## src/rtl/cw_pkg.sv

```systemverilog
package cw_pkg;

    // Per-beat action chosen by an accumulating cell.
    typedef enum logic [1:0] {
        MEET_NONE  = 2'd0,
        MEET_ADD   = 2'd1,
        MEET_FLUSH = 2'd2
    } meet_e;

endpackage

```

## src/rtl/cw_text_skew.sv

```systemverilog
module cw_text_skew #(
    parameter int W     = 8,
    parameter int AW    = 20,
    parameter int DEPTH = 0
) (
    input  logic                 clk,
    input  logic                 rst,
    input  logic                 sv_i,
    input  logic signed [W-1:0]  s_i,
    input  logic                 rv_i,
    input  logic        [AW-1:0] r_i,
    output logic                 sv_o,
    output logic signed [W-1:0]  s_o,
    output logic                 rv_o,
    output logic        [AW-1:0] r_o
);

    generate
        if (DEPTH == 0) begin : g_direct
            assign sv_o = sv_i;
            assign s_o  = s_i;
            assign rv_o = rv_i;
            assign r_o  = r_i;
        end else begin : g_delay
            logic                 sv_q;
            logic signed [W-1:0]  s_q;
            logic                 rv_q;
            logic        [AW-1:0] r_q;

            always_ff @(posedge clk) begin
                if (rst) begin
                    sv_q <= 1'b0;
                    s_q  <= '0;
                    rv_q <= 1'b0;
                    r_q  <= '0;
                end else begin
                    sv_q <= sv_i;
                    s_q  <= s_i;
                    rv_q <= rv_i;
                    r_q  <= r_i;
                end
            end

            assign sv_o = sv_q;
            assign s_o  = s_q;
            assign rv_o = rv_q;
            assign r_o  = r_q;
        end
    endgenerate

endmodule

```

## src/rtl/cw_diff_cell.sv

```systemverilog
module cw_diff_cell #(
    parameter int W = 8
) (
    input  logic                clk,
    input  logic                rst,
    // pattern slot, fed from the left neighbour
    input  logic                pv_i,
    input  logic signed [W-1:0] p_i,
    input  logic                pe_i,
    // text slot, fed from the right neighbour
    input  logic                sv_i,
    input  logic signed [W-1:0] s_i,
    output logic                pv_q,
    output logic signed [W-1:0] p_q,
    output logic                pe_q,
    output logic                sv_q,
    output logic signed [W-1:0] s_q,
    output logic signed [W:0]   d_o,
    output logic                meet_o
);

    always_ff @(posedge clk) begin
        if (rst) begin
            pv_q <= 1'b0;
            p_q  <= '0;
            pe_q <= 1'b0;
            sv_q <= 1'b0;
            s_q  <= '0;
        end else begin
            pv_q <= pv_i;
            p_q  <= p_i;
            pe_q <= pe_i & pv_i;
            sv_q <= sv_i;
            s_q  <= s_i;
        end
    end

    // One guard bit: the difference of two W-bit signed values fits in W+1.
    assign d_o    = {s_q[W-1], s_q} - {p_q[W-1], p_q};
    assign meet_o = pv_q & sv_q;

endmodule

```

## src/rtl/cw_acc_cell.sv

```systemverilog
module cw_acc_cell
    import cw_pkg::*;
#(
    parameter int W  = 8,
    parameter int AW = 20
) (
    input  logic                 clk,
    input  logic                 rst,
    input  logic                 meet_i,
    input  logic                 last_i,
    input  logic signed [W:0]    d_i,
    // result slot travelling with the text, from the right neighbour
    input  logic                 rv_i,
    input  logic        [AW-1:0] r_i,
    output logic                 rv_o,
    output logic        [AW-1:0] r_o
);

    localparam int SQW = 2 * W;

    meet_e                act;
    logic        [W:0]    mag;
    logic      [2*W+1:0]  sq_full;
    logic        [AW-1:0] sq_ext;
    logic        [AW-1:0] sum;
    logic        [AW-1:0] tot_q;
    logic                 rv_q;
    logic        [AW-1:0] r_q;

    always_comb begin
        if (!meet_i) begin
            act = MEET_NONE;
        end else if (last_i) begin
            act = MEET_FLUSH;
        end else begin
            act = MEET_ADD;
        end
    end

    always_comb begin
        mag     = d_i[W] ? $unsigned(-d_i) : $unsigned(d_i);
        sq_full = {{(W+1){1'b0}}, mag} * {{(W+1){1'b0}}, mag};
        sq_ext  = {{(AW-SQW){1'b0}}, sq_full[SQW-1:0]};
        sum     = tot_q + sq_ext;
    end

    always_ff @(posedge clk) begin
        if (rst) begin
            tot_q <= '0;
            rv_q  <= 1'b0;
            r_q   <= '0;
        end else begin
            rv_q <= rv_i;
            r_q  <= r_i;
            unique case (act)
                MEET_NONE:  tot_q <= tot_q;
                MEET_ADD:   tot_q <= sum;
                MEET_FLUSH: tot_q <= '0;
                default:    tot_q <= tot_q;
            endcase
        end
    end

    always_comb begin
        unique case (act)
            MEET_FLUSH: begin
                rv_o = 1'b1;
                r_o  = sum;
            end
            MEET_NONE, MEET_ADD: begin
                rv_o = rv_q;
                r_o  = r_q;
            end
            default: begin
                rv_o = rv_q;
                r_o  = r_q;
            end
        endcase
    end

endmodule

```

## src/rtl/cw_sqdiff_corr.sv

```systemverilog
module cw_sqdiff_corr #(
    parameter  int N  = 8,
    parameter  int W  = 8,
    localparam int AW = 2 * W + $clog2(N + 1)
) (
    input  logic                 clk,
    input  logic                 rst,
    input  logic                 pat_vld_i,
    input  logic signed [W-1:0]  pat_i,
    input  logic                 pat_last_i,
    input  logic                 txt_vld_i,
    input  logic signed [W-1:0]  txt_i,
    input  logic                 res_vld_i,
    input  logic        [AW-1:0] res_i,
    output logic                 pat_vld_o,
    output logic signed [W-1:0]  pat_o,
    output logic                 pat_last_o,
    output logic                 txt_vld_o,
    output logic signed [W-1:0]  txt_o,
    output logic                 res_vld_o,
    output logic        [AW-1:0] res_o
);

    // Text must meet the pattern on the same cell parity.
    localparam int SKEW = (N % 2 == 0) ? 1 : 0;

    // pattern chain: index c feeds cell c, index N is the right edge
    logic                 pv_w [0:N];
    logic signed [W-1:0]  p_w  [0:N];
    logic                 pe_w [0:N];
    // text chain: index c is cell c's slot, index N is the skewed input
    logic                 sv_w [0:N];
    logic signed [W-1:0]  s_w  [0:N];
    // result chain: index c is what leaves cell c to the left
    logic                 rv_w [0:N];
    logic        [AW-1:0] r_w  [0:N];

    logic                 txt_vld_q;
    logic signed [W-1:0]  txt_q;
    logic                 res_vld_q;
    logic        [AW-1:0] res_q;

    assign pv_w[0] = pat_vld_i;
    assign p_w[0]  = pat_i;
    assign pe_w[0] = pat_last_i;

    cw_text_skew #(
        .W     (W),
        .AW    (AW),
        .DEPTH (SKEW)
    ) skew_i (
        .clk  (clk),
        .rst  (rst),
        .sv_i (txt_vld_i),
        .s_i  (txt_i),
        .rv_i (res_vld_i),
        .r_i  (res_i),
        .sv_o (sv_w[N]),
        .s_o  (s_w[N]),
        .rv_o (rv_w[N]),
        .r_o  (r_w[N])
    );

    generate
        for (genvar c = 0; c < N; c++) begin : g_cell
            logic signed [W:0] d;
            logic              meet;

            cw_diff_cell #(
                .W (W)
            ) diff_i (
                .clk    (clk),
                .rst    (rst),
                .pv_i   (pv_w[c]),
                .p_i    (p_w[c]),
                .pe_i   (pe_w[c]),
                .sv_i   (sv_w[c+1]),
                .s_i    (s_w[c+1]),
                .pv_q   (pv_w[c+1]),
                .p_q    (p_w[c+1]),
                .pe_q   (pe_w[c+1]),
                .sv_q   (sv_w[c]),
                .s_q    (s_w[c]),
                .d_o    (d),
                .meet_o (meet)
            );

            cw_acc_cell #(
                .W  (W),
                .AW (AW)
            ) acc_i (
                .clk    (clk),
                .rst    (rst),
                .meet_i (meet),
                .last_i (pe_w[c+1]),
                .d_i    (d),
                .rv_i   (rv_w[c+1]),
                .r_i    (r_w[c+1]),
                .rv_o   (rv_w[c]),
                .r_o    (r_w[c])
            );
        end
    endgenerate

    always_ff @(posedge clk) begin
        if (rst) begin
            txt_vld_q <= 1'b0;
            txt_q     <= '0;
            res_vld_q <= 1'b0;
            res_q     <= '0;
        end else begin
            txt_vld_q <= sv_w[0];
            txt_q     <= s_w[0];
            res_vld_q <= rv_w[0] & sv_w[0];
            res_q     <= r_w[0];
        end
    end

    assign pat_vld_o  = pv_w[N];
    assign pat_o      = p_w[N];
    assign pat_last_o = pe_w[N];
    assign txt_vld_o  = txt_vld_q;
    assign txt_o      = txt_q;
    assign res_vld_o  = res_vld_q;
    assign res_o      = res_q;

endmodule

```

## config.mk

```make
export PLATFORM = sky130hd
export DESIGN_NAME = cw_sqdiff_corr
export DESIGN_NICKNAME = d
export VERILOG_FILES = /design/src/rtl/cw_pkg.sv /design/src/rtl/cw_text_skew.sv /design/src/rtl/cw_diff_cell.sv /design/src/rtl/cw_acc_cell.sv /design/src/rtl/cw_sqdiff_corr.sv
export SDC_FILE = /design/constraint.sdc
export NUM_CORES = 2
export LEC_CHECK = 0
export BUFFER_PORTS_ARGS = -buffer_cell sky130_fd_sc_hd__buf_2
export CAP_MARGIN = 20
export CORE_UTILIZATION = 35
export DETAILED_ROUTE_END_ITERATION = 16
export GPL_TIMING_DRIVEN = 0
export SETUP_SLACK_MARGIN = 0.05
export SYNTH_ARGS = -nofsm -noshare
export SYNTH_HDL_FRONTEND = slang
export SYNTH_SLANG_ARGS = --single-unit
```

## constraint.sdc

```tcl
create_clock -name clk -period 7.4 [get_ports clk]
set_clock_uncertainty 0.05 [all_clocks]
set_input_delay 0.37 -clock clk [delete_from_list [all_inputs] [get_ports clk]]
set_output_delay 0.37 -clock clk [all_outputs]
set_load 0.03 [all_outputs]
```

* Word level (Yosys, flattened, before mapping)
Index checks and enable logic that the tools add are counted.
** Cells by class
- Div/mod/pow operators :: 0
- Bitwise logic cells :: 17
- Shift operators :: 0
- $mul :: 8
- $lt $le $gt $ge :: 0
- Add/sub/neg operators :: 24
- Equality and inequality tests :: 16
- Reduce and logical (&&, ||, !) cells :: 8
- Mux-type cells :: 48
** Operator list (number)
- $pmux 20 s2 :: 8
- $add 20x16->20 :: 8
- $mux 20 :: 8
- $mul 9x9->16 :: 8
- $mux 9 :: 8
- $neg 9->9 :: 8
- $sub 8x8->9 :: 8
- $mux 2 :: 16
- $and 1x1->1 :: 17
- $eq 2x1->1 const B :: 8
- $eq 2x2->1 const B :: 8
- $reduce_bool 2->1 :: 8
- $mux 1 :: 8
** Word-level totals
- Input port bits :: 42
- ROM bits :: 0
- Memories :: 0
- Flip-flop bits (word level) :: 540
- Latch bits :: 0
- Word-level logic and storage cells :: 193
- RAM bits :: 0
- Output and inout bits :: 40

* Longest topological paths before layout
- Depth in word-level cells :: 6
- Mapped depth :: 39
- Gate-level depth less buffers :: 39

* Cells and area by module
A second synthesis with hierarchy kept.
** Second synthesis, totals
- Cells, all modules :: 5363
- Area total of the unflattened synthesis :: 45459.8 µm²
** By module, submodules not included
- cw_acc_cell at g_cell[5].acc_i ... :: area each 4630.7 µm², cells each 570, times used 3, seq. area each 820.8 µm²
- cw_acc_cell at g_cell[0].acc_i ... :: area each 4568.1 µm², cells each 552, times used 3, seq. area each 820.8 µm²
- cw_diff_cell :: area each 907.1 µm², cells each 98, times used 8, seq. area each 380.4 µm²
- cw_acc_cell at g_cell[3].acc_i :: area each 4536.9 µm², cells each 547, times used 1, seq. area each 820.8 µm²
- cw_acc_cell at g_cell[4].acc_i :: area each 4379.2 µm², cells each 540, times used 1, seq. area each 820.8 µm²
- cw_text_skew :: area each 882.1 µm², cells each 63, times used 1, seq. area each 600.6 µm²
- cw_sqdiff_corr :: area each 808.3 µm², cells each 63, times used 1, seq. area each 600.6 µm²

* Least setup slack after synthesis
Ideal clock, no wire load.
- Path kind :: reg2reg
- Start :: register g_cell[7].diff_i.p_q[0]
- End :: register g_cell[7].acc_i.tot_q[18]
- Setup slack :: -0.472 ns
- Data arrival time :: 7.756 ns
- Required time :: 7.285 ns
- Buffers on the path :: 1
- Stages on the path, launching flop included :: 36
- Library setup time :: 0.065 ns
- Clock period less this slack :: 7.872 ns
- Cell sequence :: dfxtp_1 -> ha_1 -> inv_1 -> fa_1 -> a211oi_1 -> nor2_1 -> xor2_1 -> a2111oi_0 -> a21oi_1 -> xor2_1 -> clkbuf_1 -> nor2_1 -> inv_1 -> fa_1 -> inv_1 -> fa_1 -> inv_1 -> fa_1 -> fa_1 -> inv_1 -> ha_1 -> a21oi_1 -> o21bai_1 -> a21oi_1 -> o21bai_1 -> a21oi_1 -> xnor2_1 -> ha_1 -> a41oi_1 -> o21ai_0 -> a221o_1 -> a31oi_1 -> nor2_1 -> o21ai_0 -> a22oi_1 -> nor2_1
** Between the ends
- Cells in the longest elaborated chain, start to end :: 6
** RTL lines
- from (decl) :: RTL line cw_diff_cell.sv:14 : output logic signed [W-1:0] p_q,
- from (signal assigned) :: RTL line cw_diff_cell.sv:31 : p_q <= p_i;
- $sub 8x8->9 * :: RTL line cw_diff_cell.sv:39 : assign d_o = {s_q[W-1], s_q} - {p_q[W-1], p_q};
- $neg 9->9 :: RTL line cw_acc_cell.sv:41 : mag = d_i[W] ? $unsigned(-d_i) : $unsigned(d_i);
- $mux 9 * :: RTL line cw_acc_cell.sv:41
- $mul 9x9->16 * :: RTL line cw_acc_cell.sv:42 : sq_full = {{(W+1){1'b0}}, mag} * {{(W+1){1'b0}}, mag};
- $add 20x16->20 * :: RTL line cw_acc_cell.sv:44 : sum = tot_q + sq_ext;
- $pmux 20 s2 * :: RTL line cw_acc_cell.sv:55 : unique case (act)
- to (signal assigned) :: RTL line cw_acc_cell.sv:56 : MEET_NONE: tot_q <= tot_q;
- to (signal assigned) :: RTL line cw_acc_cell.sv:57 : MEET_ADD: tot_q <= sum;
- to (signal assigned) :: RTL line cw_acc_cell.sv:59 : default: tot_q <= tot_q;
- to (decl) :: RTL line cw_acc_cell.sv:26 : logic [AW-1:0] tot_q;
Mark *: on every way between the ends. The rest lies on a longest branch, timed or not.
A chain may end at the register's enable or synchronous reset.

* Worst setup path in the final report
- Start :: register g_cell[0].diff_i.s_q[0]
- End :: register g_cell[0].acc_i.tot_q[19]
** Between the ends
- Cells in the longest elaborated chain, start to end :: 6
** RTL lines
- from (decl) :: RTL line cw_diff_cell.sv:17 : output logic signed [W-1:0] s_q,
- from (signal assigned) :: RTL line cw_diff_cell.sv:34 : s_q <= s_i;
- $sub 8x8->9 * :: RTL line cw_diff_cell.sv:39
- $neg 9->9 :: RTL line cw_acc_cell.sv:41
- $mux 9 * :: RTL line cw_acc_cell.sv:41
- $mul 9x9->16 * :: RTL line cw_acc_cell.sv:42
- $add 20x16->20 * :: RTL line cw_acc_cell.sv:44
- $pmux 20 s2 * :: RTL line cw_acc_cell.sv:55
- to (signal assigned) :: RTL line cw_acc_cell.sv:56
- to (signal assigned) :: RTL line cw_acc_cell.sv:57
- to (signal assigned) :: RTL line cw_acc_cell.sv:59
- to (decl) :: RTL line cw_acc_cell.sv:26
Marks and branches as above.

==> key figures <==
Setup path
  – CP bufs+invs: 10
  – Max incr delay on CP: 0.58 ns
  – Crit path capture type: flop
  – Top delay family on crit path: adder cells
  – Worst Path Arrival: 8.40 ns
  – R2R Setup Slk: -0.48 ns
  – CP Launch Type: flop
  – Slowest cell on crit path: fa_1
  – Crit path kind: flop to flop
  – Cell repeated most along the worst path: inv_2
  – CP Data Required Time: 7.92 ns
  – Crit-path max FO: 4

Synthesis
  – Yosys top cell area share: 25.8%
  – Syn Std Cell Area: 0.0418 mm2
  – Number of synthesized flops with an enable pin: 0
  – Cell taking the most area after synthesis: dfxtp_1
  – Top FF cell, synth: dfxtp_1
  – Post-synth top cells: inv_1, nor2_1, dfxtp_1
  – Syn. warnings: 0
  – Seq cells post-synth: 540
  – Synth async-reset ratio: 0%
  – Post-synthesis cell count: 4975
  – Synth unique cells: 80
  – Count leader, synth: inv_1
  – Syn Area/Cell: 8.41 um2
  – Top cells by area, synth: dfxtp_1, ha_1, fa_1
  – Sequential fraction of the synthesis area: 25.8%

Drt
  – 1st-iter DRT viols: 2105
  – Drt wl/cell: 17.1 um
  – DRT Pass-1 Iters: 5
  – Antenna Violating Nets Remaining: 0
  – DRC viols: 0
  – Vias: 36400
  – Post-DR vias/cell: 5.05
  – Total Wirelength: 123 mm

Power and ir drop
  – Max IR drop VDD: 0.699 mV
  – PD cells: 376 mW/mm2
  – Clock Power Share: 15.6%
  – Net Sw Frac: 43.3%
  – Leak: 24.8 nW
  – Sequential power share: 14.0%
  – P_sw: 0.00920 W
  – Internal power: 0.0121 W
  – Gate power share: 70.4%

Timing
  – Final TNS setup: -15.54 ns
  – Endpoints failing hold: 0
  – RSZ-0062 raised after global routing: true
  – Max Freq: 127 MHz
  – Tcrit/Tclk final: 106%
  – Setup violations, final: 78
  – Post-route minimum period: 7.88 ns
  – Final setup margin: -0.477 ns
  – Slew at the pin with the worst max-slew slack: 1.20 ns
  – Rel. slew slack: 19.8%
  – Final max-slew violation count: 0

CTS
  – Clock latency at the later pin of the worst-skew pair: 0.68 ns
  – Clock Tree Buf Depth: 3
  – CTS H-Tree Depth: 2
  – Clock transition at the registers of the reported paths: 0.07 ns
  – Root Buffer: clkbuf_16
  – Clock tree sinks: 540
  – CTS tree: yes
  – Total CTS buffers: 59

Floorplan
  – # IOs: 82
  – Core box area: 0.118 mm2
  – Initial Utilization: 35.4%
  – Die area: 0.121 mm2
  – Die boundary width: 348 um
  – Site Rows: 126
  – Die Ht: 348 um

Layout
  – Fin util: 47.8%
  – Filler cells: 10800
  – Area occupied by registers: 0.0108 mm2
  – Share of cells above drive strength 1: 28.0%
  – Area of the multi-input gates: 0.0339 mm2
  – Fin nets: 6400
  – P&R area growth vs syn: 35.0%

Placement
  – HPWL after DPL: 87.9 mm
  – Port buffer count: 81
  – Final Wtd Congestion: 0.860

Global route
  – Gr ovfl total: 0
  – Largest net degree at the start of global routing: 20
  – Tot GR Track Use: 19.2%
  – Vias in the first global route: 36100
  – Initial antenna violation count: 3
  – First-pass GRT wire length: 188 mm

Outcome
  – Status: complete, but fails checks
  – Failing checks: negative setup slack

Hold path
  – Worst Hold Class: flop to flop

Job
  – Max cap viols: 0
==> final timing paths <==
kind / startpoint / end / depth (start not counted)
setup / recovery: g_cell[0].diff_i.s_q[0] / g_cell[0].acc_i.tot_q[19] / 37
hold / removal: g_cell[3].diff_i.p_q[3] / g_cell[4].diff_i.p_q[3] / 2
hold reg to reg: g_cell[3].diff_i.p_q[3] / g_cell[4].diff_i.p_q[3] / 2
setup reg to reg: g_cell[0].diff_i.s_q[0] / g_cell[0].acc_i.tot_q[19] / 37
==> per-stage QoR <==
step / hold WS (ns) / total power [W] / std cells / worst slack, ns / instance area, um2
floorplan: 0.364 / 0.0102 / 5005 / 0.0443 / 42400
global placement: 0.367 / 0.0123 / 6622 / -1.18 / 44800
detailed placement: 0.374 / 0.0124 / 6630 / -1.30 / 44900
CTS: 0.341 / 0.0189 / 7070 / -0.318 / 53000
global route: 0.373 / 0.0227 / 7209 / -0.756 / 56500
finish: 0.354 / 0.0213 / 7210 / -0.477 / 56500
==> metal layers <==
layer	global-route usage, %	part of all wire [%]
met1	24.6	43
met2	33.9	50
met3	2.17	4.4
met4	5.56	2.8
met5	0	0
==> logic make-up after synthesis <==
group	share of synthesized area [%]
and+or+nand+nor	16.7
DFF	25.8
muxes	0.523
adders and majority gates	26.9
AOI/OAI and AO/OA	14.7
xor gates and xnor gates	7.82
other	0.0179
buffers and inverters	7.44
==> area by class of cell <==
class                      instances  share of cell area, %
sequential                       540                   19.2
clock buffer                      74                   2.86
multi-input combinational       3640                   60.1
buffer                           143                   1.08
inverter                         679                   4.55
antenna                            1                0.00443
clock inverter                    38                   1.04
tap                             1536                   3.40
timing repair buffer             559                   7.83
==> sequential cells by signal, indices dropped and copies added, names as in the netlist <==
register / count
g_cell.diff_i.pv_q: 8
skew_i.r_o: 20
g_cell.acc_i.r_q: 160
skew_i.rv_o: 1
skew_i.s_o: 8
g_cell.acc_i.tot_q: 160
g_cell.diff_i.sv_q: 8
skew_i.sv_o: 1
g_cell.diff_i.s_q: 64
res_vld_o: 1
g_cell.diff_i.pe_q: 8
res_o: 20
txt_vld_o: 1
g_cell.acc_i.rv_q: 8
g_cell.diff_i.p_q: 64
txt_o: 8
==> cell usage in the layout, fill, tap and decap left out, types with 56 or more instances in the layout <==
cell,netlist,routed
a21o_1,65,65
a21oi_1,394,262
a21oi_2,0,108
a22oi_1,71,69
buf_2,1,81
buf_4,1,372
buf_6,1,60
clkbuf_1,137,132
clkbuf_16,0,59
dfxtp_1,540,524
fa_1,272,247
ha_1,464,359
ha_4,0,92
inv_1,676,581
inv_2,1,88
nand2_1,373,340
nor2_1,582,491
nor2_2,0,56
nor2b_1,184,173
o21ai_0,110,57
o21bai_1,70,61
xnor2_1,244,141
xnor2_2,1,73
xor2_1,125,74
==> what timing repair did <==
item	CTS	global route
endpoints found under the hold margin	40	0
hold buffers	40	0
setup endpoints to repair	151	139
resized for setup	642	492
pin swaps	460	447
gates cloned	1	0
setup buffers	293	144
==> power groups by stage <==
stage	sequential [W]	combinational (W)	clock (W)
global route	0.00298	0.0162	0.00349
global placement	0.00303	0.00927	0
detailed placement	0.00304	0.00935	0
finish	0.00297	0.0150	0.00332
floorplan	0.00303	0.00719	0
CTS	0.00297	0.0126	0.00337
==> worst min-delay path, stage by stage (launching register included) <==
cell	delay, ns
dfxtp_1	0.30
inv_1	0.07
nor2_1	0.05
(Power assumes the default switching activity.)
